## config.mk

```make
export PLATFORM = sky130hd
export DESIGN_NAME = bipolar_line_encoder
export DESIGN_NICKNAME = d
export VERILOG_FILES = /design/src/rtl/lenc_pkg.sv /design/src/rtl/lenc_sym_map.sv /design/src/rtl/lenc_window.sv /design/src/rtl/lenc_polarity.sv /design/src/rtl/bipolar_line_encoder.sv
export SDC_FILE = /design/constraint.sdc
export NUM_CORES = 1
export LEC_CHECK = 0
export ABC_AREA = 1
export BUFFER_PORTS_ARGS = -buffer_cell sky130_fd_sc_hd__buf_2
export CAP_MARGIN = 10
export CORE_MARGIN = 2
export CORE_UTILIZATION = 57
export DETAILED_ROUTE_END_ITERATION = 6
export PLACE_DENSITY = 0.73
export SYNTH_ARGS = -nofsm -noshare
export SYNTH_HDL_FRONTEND = slang
export SYNTH_HIERARCHICAL = 1
export SYNTH_SLANG_ARGS = --single-unit
```

## constraint.sdc

```tcl
create_clock -name clk -period 2.4 [get_ports clk]
set_input_delay 0.24 -clock clk [delete_from_list [all_inputs] [get_ports clk]]
set_output_delay 0.24 -clock clk [all_outputs]
set_load 0.05 [all_outputs]
```

## src/rtl/lenc_pkg.sv

```systemverilog
package lenc_pkg;

    // Symbol carried down the lookahead window
    typedef enum logic [2:0] {
        SYM_ZERO = 3'd0,   // empty bit period
        SYM_MARK = 3'd1,   // data one, alternating polarity
        SYM_BAL  = 3'd2,   // substituted balancing mark, alternating
        SYM_VIOL = 3'd3,   // substituted violation, repeats polarity
        SYM_FPOS = 3'd4,   // dual-rail forced positive
        SYM_FNEG = 3'd5    // dual-rail forced negative
    } sym_t;

    typedef enum logic [1:0] {
        MODE_AMI  = 2'd0,
        MODE_B8ZS = 2'd1,
        MODE_HDB3 = 2'd2,
        MODE_DUAL = 2'd3
    } mode_t;

    typedef struct packed {
        logic tip;
        logic ring;
    } rails_t;

    localparam int B8ZS_RUN = 8;
    localparam int HDB3_RUN = 4;

    function automatic mode_t decode_mode(input logic dual, input logic [1:0] code);
        if (dual)
            return MODE_DUAL;
        case (code)
            2'b01:   return MODE_B8ZS;
            2'b10:   return MODE_HDB3;
            default: return MODE_AMI;
        endcase
    endfunction

    function automatic int max3(input int a, input int b, input int c);
        int m;
        m = (a > b) ? a : b;
        return (m > c) ? m : c;
    endfunction

    function automatic logic alternates(input sym_t s);
        return (s == SYM_MARK) || (s == SYM_BAL);
    endfunction

endpackage

```

## src/rtl/lenc_sym_map.sv

```systemverilog
module lenc_sym_map
    import lenc_pkg::*;
(
    input  mode_t mode,
    input  logic  data,
    input  logic  pos,
    input  logic  neg,
    output sym_t  sym
);
    always_comb begin
        if (mode == MODE_DUAL) begin
            if (pos && !neg)
                sym = SYM_FPOS;
            else if (neg && !pos)
                sym = SYM_FNEG;
            else
                sym = SYM_ZERO;
        end else begin
            sym = data ? SYM_MARK : SYM_ZERO;
        end
    end
endmodule

```

## src/rtl/lenc_window.sv

```systemverilog
module lenc_window
    import lenc_pkg::*;
#(
    parameter int LAT_AMI  = 3,
    parameter int LAT_HDB3 = 4,
    parameter int LAT_B8ZS = 8
) (
    input  logic  clk,
    input  logic  rst,
    input  mode_t mode,
    input  sym_t  sym_in,
    input  logic  odd_next,   // mark parity after the exiting symbol
    output sym_t  exit_sym
);
    localparam int DEPTH = max3(LAT_AMI, LAT_HDB3, LAT_B8ZS);
    localparam int E_AMI = LAT_AMI - 1;
    localparam int E_H3  = LAT_HDB3 - 1;
    localparam int E_B8  = LAT_B8ZS - 1;

    sym_t sr      [DEPTH];
    sym_t shifted [DEPTH];
    sym_t nxt     [DEPTH];
    logic b8_zero;
    logic h3_zero;

    assign shifted[0] = sym_in;
    for (genvar k = 1; k < DEPTH; k++) begin : g_shift
        assign shifted[k] = sr[k-1];
    end

    // Zero runs whose oldest bit is next to leave the window
    always_comb begin
        b8_zero = 1'b1;
        for (int k = E_B8 - (B8ZS_RUN - 1); k <= E_B8; k++)
            if (shifted[k] != SYM_ZERO)
                b8_zero = 1'b0;
        h3_zero = 1'b1;
        for (int k = E_H3 - (HDB3_RUN - 1); k <= E_H3; k++)
            if (shifted[k] != SYM_ZERO)
                h3_zero = 1'b0;
    end

    always_comb begin
        for (int k = 0; k < DEPTH; k++)
            nxt[k] = shifted[k];
        if (mode == MODE_B8ZS && b8_zero) begin
            // time order from slot E_B8 downwards: 0 0 0 V B 0 V B
            nxt[E_B8-3] = SYM_VIOL;
            nxt[E_B8-4] = SYM_BAL;
            nxt[E_B8-6] = SYM_VIOL;
            nxt[E_B8-7] = SYM_BAL;
        end else if (mode == MODE_HDB3 && h3_zero) begin
            nxt[E_H3-3] = SYM_VIOL;
            if (!odd_next)
                nxt[E_H3] = SYM_BAL;
        end
    end

    always_ff @(posedge clk) begin
        if (rst) begin
            for (int k = 0; k < DEPTH; k++)
                sr[k] <= SYM_ZERO;
        end else begin
            for (int k = 0; k < DEPTH; k++)
                sr[k] <= nxt[k];
        end
    end

    always_comb begin
        case (mode)
            MODE_B8ZS: exit_sym = sr[E_B8];
            MODE_HDB3: exit_sym = sr[E_H3];
            default:   exit_sym = sr[E_AMI];
        endcase
    end
endmodule

```

## src/rtl/lenc_polarity.sv

```systemverilog
module lenc_polarity
    import lenc_pkg::*;
(
    input  logic   clk,
    input  logic   rst,
    input  sym_t   sym,
    output rails_t rails,
    output logic   odd_next
);
    logic   last_pos;     // polarity of the previous mark, 1 = positive
    logic   odd;          // marks since last violation is odd
    logic   last_pos_n;
    rails_t rails_n;

    always_comb begin
        rails_n    = '0;
        last_pos_n = last_pos;
        odd_next   = odd;
        if (alternates(sym)) begin
            rails_n.tip  = ~last_pos;
            rails_n.ring = last_pos;
            last_pos_n   = ~last_pos;
            odd_next     = ~odd;
        end else begin
            case (sym)
                SYM_VIOL: begin
                    rails_n.tip  = last_pos;
                    rails_n.ring = ~last_pos;
                    odd_next     = 1'b0;
                end
                SYM_FPOS: rails_n.tip  = 1'b1;
                SYM_FNEG: rails_n.ring = 1'b1;
                default:  rails_n = '0;
            endcase
        end
    end

    always_ff @(posedge clk) begin
        if (rst) begin
            rails    <= '0;
            last_pos <= 1'b0;
            odd      <= 1'b0;
        end else begin
            rails    <= rails_n;
            last_pos <= last_pos_n;
            odd      <= odd_next;
        end
    end
endmodule

```

## src/rtl/bipolar_line_encoder.sv

```systemverilog
module bipolar_line_encoder
    import lenc_pkg::*;
#(
    parameter int LAT_AMI  = 3,
    parameter int LAT_HDB3 = 4,
    parameter int LAT_B8ZS = 8
) (
    input  logic       clk,
    input  logic       rst,
    input  logic       dual_rail,
    input  logic [1:0] code_sel,
    input  logic       tx_data,
    input  logic       tx_pos,
    input  logic       tx_neg,
    output logic       line_tip,
    output logic       line_ring
);
    mode_t  mode;
    sym_t   in_sym;
    sym_t   exit_sym;
    logic   odd_next;
    rails_t rails;

    assign mode = decode_mode(dual_rail, code_sel);

    lenc_sym_map u_map (
        .mode (mode),
        .data (tx_data),
        .pos  (tx_pos),
        .neg  (tx_neg),
        .sym  (in_sym)
    );

    lenc_window #(
        .LAT_AMI  (LAT_AMI),
        .LAT_HDB3 (LAT_HDB3),
        .LAT_B8ZS (LAT_B8ZS)
    ) u_win (
        .clk      (clk),
        .rst      (rst),
        .mode     (mode),
        .sym_in   (in_sym),
        .odd_next (odd_next),
        .exit_sym (exit_sym)
    );

    lenc_polarity u_pol (
        .clk      (clk),
        .rst      (rst),
        .sym      (exit_sym),
        .rails    (rails),
        .odd_next (odd_next)
    );

    assign line_tip  = rails.tip;
    assign line_ring = rails.ring;
endmodule

```

## Word level (Yosys, flattened, before mapping)

Memories as Yosys holds them, arrays and structs flattened.
Cells that the tools add are included.

- Register bits after elaboration: 4
- Bits in writable memories: 24
- Input bits: 8
- Output and inout port bits: 2
- Memories: 1

Memories:

| name | words | bits a word | read ports | clocked after Yosys merged registers in | write ports | line | text |
|---|---|---|---|---|---|---|---|
| u_win.sr | 8 | 3 | 8 | 0 | 8 | lenc_window.sv:20 | `sym_t sr [DEPTH];` |

- Equal/unequal tests: 10
- Mux-type cells: 40
- Bitwise operators: 10
- Reduce and logical (&&, ||, !) cells: 15

Operators with widths:

| operator | number |
|---|---|
| two-way mux 3 bit | 18 |
| nonzero test 3 bit | 8 |
| two-way mux 1 bit | 15 |
| bitwise OR 1 bit | 8 |
| == test 2 bit (second input constant) | 3 |
| == test 3 x 2 -> 1 bit (second input constant) | 2 |
| == test 3 bit (second input constant) | 2 |
| two-way mux 2 bit | 3 |
| case mux 3 bit (2 select lines) | 1 |
| == test 2 x 1 -> 1 bit (second input constant) | 2 |
| logical AND 1 bit | 4 |
| case mux 1 bit (2 select lines) | 2 |
| case mux 2 bit (2 select lines) | 1 |
| == test 3 x 1 -> 1 bit (second input constant) | 1 |
| logical NOT 1 bit | 2 |
| NOT 1 bit | 2 |
| logical OR 1 bit | 1 |

## Logic depth before layout (Yosys ltp)

- Word-level depth: 17
- Mapped depth: 16
- Depth with buffers taken out: 16

## By module

The synthesis kept the hierarchy.

Modules (own cells, without submodules):

| module | instances | cells each | area each (µm²) |
|---|---|---|---|
| lenc_window | 1 | 121 | 938.4 |
| lenc_polarity | 1 | 29 | 203.9 |
| lenc_sym_map | 1 | 9 | 47.5 |
| bipolar_line_encoder | 1 | 7 | 26.3 |

## Worst setup path before layout

OpenSTA, ideal clock, no wires.

- Path type: in2reg
- From: input port code_sel[1]
- To: memory u_win/sr[0][10] (netlist bit)
- Setup time: 0.109 ns
- Arrival time: 1.713 ns
- Path slack: 0.578 ns
- Cell stages on the path: 15
- Path through: inv_1 -> nand2_1 -> nand2_1 -> inv_1 -> ha_1 -> a22oi_1 -> inv_2 -> nand2_4 -> nand4_1 -> nand2_1 -> inv_1 -> nand4_1 -> nand3_2 -> nand2_1 -> inv_1

RTL lines:

| what | line | text |
|---|---|---|
| start, declared | bipolar_line_encoder.sv:11 | `input logic [1:0] code_sel,` |
| end, declared | lenc_window.sv:20 |  |

==> summary.md <==
| Metric | Value |
|---|---|
| Max Root-Sink Buffers | 2 |
| Register area share after synthesis | ~46% |
| Internal reg-to-reg setup slack | about 0.74 ns |
| CTS Sinks | 28 |
| Clk root buf | clkbuf_4 |
| Post-route setup slack | 0.5480 ns |
| Total setup buffers inserted after CTS | 0 |
| Largest net degree at the start of global routing | 22 |
| I/O Pins | 10 |
| Fin crit share | between 70% and 80% |
| Synth warn | 6 |
| Total track usage | between 10% and 20% |
| Slowest CP cell | ha_1 |
| Yosys top cell by area | dfxtp_1 |
| Most frequent CP cell | inv_1 |
| Final setup vio count | 0 |
| Port bufs | 9 |
| Final ANT Viol Nets | 0 |
| Antenna violations before repair | 0 |
| PwrDens | 736.7 nW/um^2 |
| Die area | between 2000 and 3000 um^2 |
| RSZ-0062 raised after global routing | no |
| Worst Path Required | roughly 2.6 ns |
| DP Worst Slack | roughly 0.22 ns |
| Post-Syn Nets | between 150 and 200 |
| Number of hold-slack violations in the final timing report | 0 |
| Skew-Pair Late Insertion Delay | ~0.33 ns |
| Register area | roughly 560 um^2 |
| Setup TNS | 0 ns |
| Global placement routability congestion | slightly above 0.8 |
| Clk slew on worst S/H paths | about 0.14 ns |
| Crit start category | input port |
| Cts hold-fix bufs | 0 |
| Max VDD drop | ~530 uV |
| Vias per inst | a little under 5 |
| Initial DRC count | 31 |
| Mapped Cells | about 170 |
| DR pass1 iterations | 4 |
| Die height | between 50 and 60 um |
| Width of the die | 50.19 um |
| Via Count | between 900 and 1k |
| R2R cell count | 11 |
| Outcome | completed |
| RR Startpoint | u_win/sr[0][9]$_SDFF_PP0_ |
| Critical path's largest stage delay | roughly 0.36 ns |
| N_diodes | 0 |
| FF-to-FF End | u_win/sr[0][10]$_SDFF_PP0_ |
| Critical path class | input port to flop |
| Gr ovfl total | 0 |
| Area added between synthesis and finish | 9.465% |
| # fillers | 181 |
| Vias in the first global route | roughly 960 |
| Worst-case hold slack | roughly 0.25 ns |
| Synth Area per Inst | ~7.3 um^2 |
| Hpwl dp | 1629 um |
| Crit end category | flop |
| Post-cts sizing count | 0 |
| Wirelength per Cell | roughly 11 um |
| Remaining DRCs | 0 |
| Max H-tree Level | 1 |
| Nets | 188 |
| CTS tree | done |
| Number of synthesized register bits | 28 |
| Top post-synthesis cells by area | dfxtp_1 (46%), inv_1 (12%), nor2_1 (9.9%), nand2_1 (7.7%), a21oi_1 (4.1%) |
| Worst path arrival time | between 2 and 2.5 ns |
| Share of the synthesized area in the top cell type | around 46% |
| Initial core utilization | 61.36% |
| Max Cap Viol | 0 |
| Std-Cell Rows | 16 |
| CP cell instances | buf_2 -> inv_1 -> nand2_1 -> nand2_1 -> inv_1 -> ha_1 -> a21oi_1 -> a22oi_1 -> inv_1 -> nand2_4 -> nand4_1 -> nand2_1 -> inv_1 -> nand4_1 -> nand3_2 -> nand2_1 -> inv_1 |
| Critical Path Sink | u_win/sr[0][10]$_SDFF_PP0_ |
| Post-synthesis cell type count | 23 |
| Crit-path max FO | 6 |
| Global-route wire length before repair | between 3000 and 4000 um |
| Crit path from | code_sel[1] |
| Multi-input gate area | 485.5 um^2 |
| Final worst clock skew | around 0.0074 ns |
| Peak Freq | 540.0 MHz |
| Syn Std Cell Area | about 1200 um^2 |
| Hold WC Path Type | input port to flop |
| Post-Route WL | around 2200 um |
| Core area | 1982 um^2 |
| Final Total Pwr | between 0.9 and 1 mW |
| P_leak | ~0.66 nW |
| Num CTS Buffers | 3 |
| Final core occ | ~67% |
| Max-slew violations | 0 |
| Share of cells above drive strength 1 | 13.07% |
| Fin crit period | 1.852 ns |
==> area by class of cell <==
cell class | instances | area share, %
Timing Repair Buffer | 9 | 3.383
Inverter | 41 | 11.56
Clock buffer | 3 | 1.692
Tap cell | 27 | 2.538
Clock inverter | 1 | 2.256
Sequential cell | 28 | 42.11
Multi-Input combinational cell | 94 | 36.47
==> flip-flops by register name (all words and copies together), names as in the netlist <==
signal	flops
u_pol/last_pos	1
u_pol/rails	2
u_pol/odd	1
u_win/sr	24
==> cells by family after synthesis <==
family,share of synthesized area (%)
simple gates,28.81
fa+ha+maj,3.087
buf+inv,13.99
other cells,0.3083
compound gates,7.716
flops,46.09
==> synth_stat cells, drive strengths merged <==
master / n
nor3: 2
a22oi: 3
dfxtp: 28
nor2: 33
a21oi: 11
inv: 41
buf: 3
o211ai: 1
conb: 1
nand4: 3
nand2: 28
ha: 3
nand3: 8
o21ai: 1
==> cells in the final DEF (no fill, tap or decap), drive strengths merged <==
master and count:
conb 1, dfxtp 28, nor3 2, nand2 28, ha 3, nor2 33
clkbuf 3, o211ai 1, nand3 8, inv 41, nand4 3, a22oi 3
o21ai 1, a21oi 11, buf 9, bufinv 1
==> metal layers <==
metal | wire length (um) | GRT usage (%) | vias up | part of all wire (%)
li1 | - | - | 514 | -
met1 | 1057 | 23.95 | 442 | 49
met5 | 0 | 0 | - | 0
met3 | 56 | 4.464 | 4 | 2.6
met4 | 35 | 8.796 | 0 | 1.6
met2 | 1019 | 32.46 | 16 | 47
==> metrics by stage <==
step / instance area [um^2] / instances
floorplan: 1216 / 166
global placement: 1279 / 199
detailed placement: 1279 / 199
CTS: 1331 / 203
global route: 1331 / 203
finish: 1331 / 203
==> report_power, final <==
group	switching [mW]	total [mW]	internal, mW
clock network	0.139	0.308	0.169
registers	0.0101	0.498	0.488
logic	0.120	0.175	0.0551
total	0.269	0.981	0.712
==> critical path: cells and delay by family <==
family / cells / cell delay, ns
fa+ha+maj: 1 / 0.36
buf+inv: 6 / 0.44
compound gates: 2 / 0.35
simple gates: 8 / 0.69
==> worst min-delay path by stage <==
stage,start,to,slack [ns],cells past startpoint
5_1_grt,tx_neg,u_win/sr[0][2]$_SDFF_PP0_,0.27,5
3_5_place_dp,u_win/sr[0][18]$_SDFF_PP0_,u_win/sr[0][21]$_SDFF_PP0_,0.41,2
4_1_cts,tx_neg,u_win/sr[0][2]$_SDFF_PP0_,0.25,5
2_1_floorplan,rst,u_pol/last_pos$_SDFFE_PP0P_,0.31,1
6_report,tx_neg,u_win/sr[0][2]$_SDFF_PP0_,0.25,5
3_3_place_gp,u_win/sr[0][19]$_SDFF_PP0_,u_win/sr[0][22]$_SDFF_PP0_,0.41,2
Power figures use the tool's default switching activity.
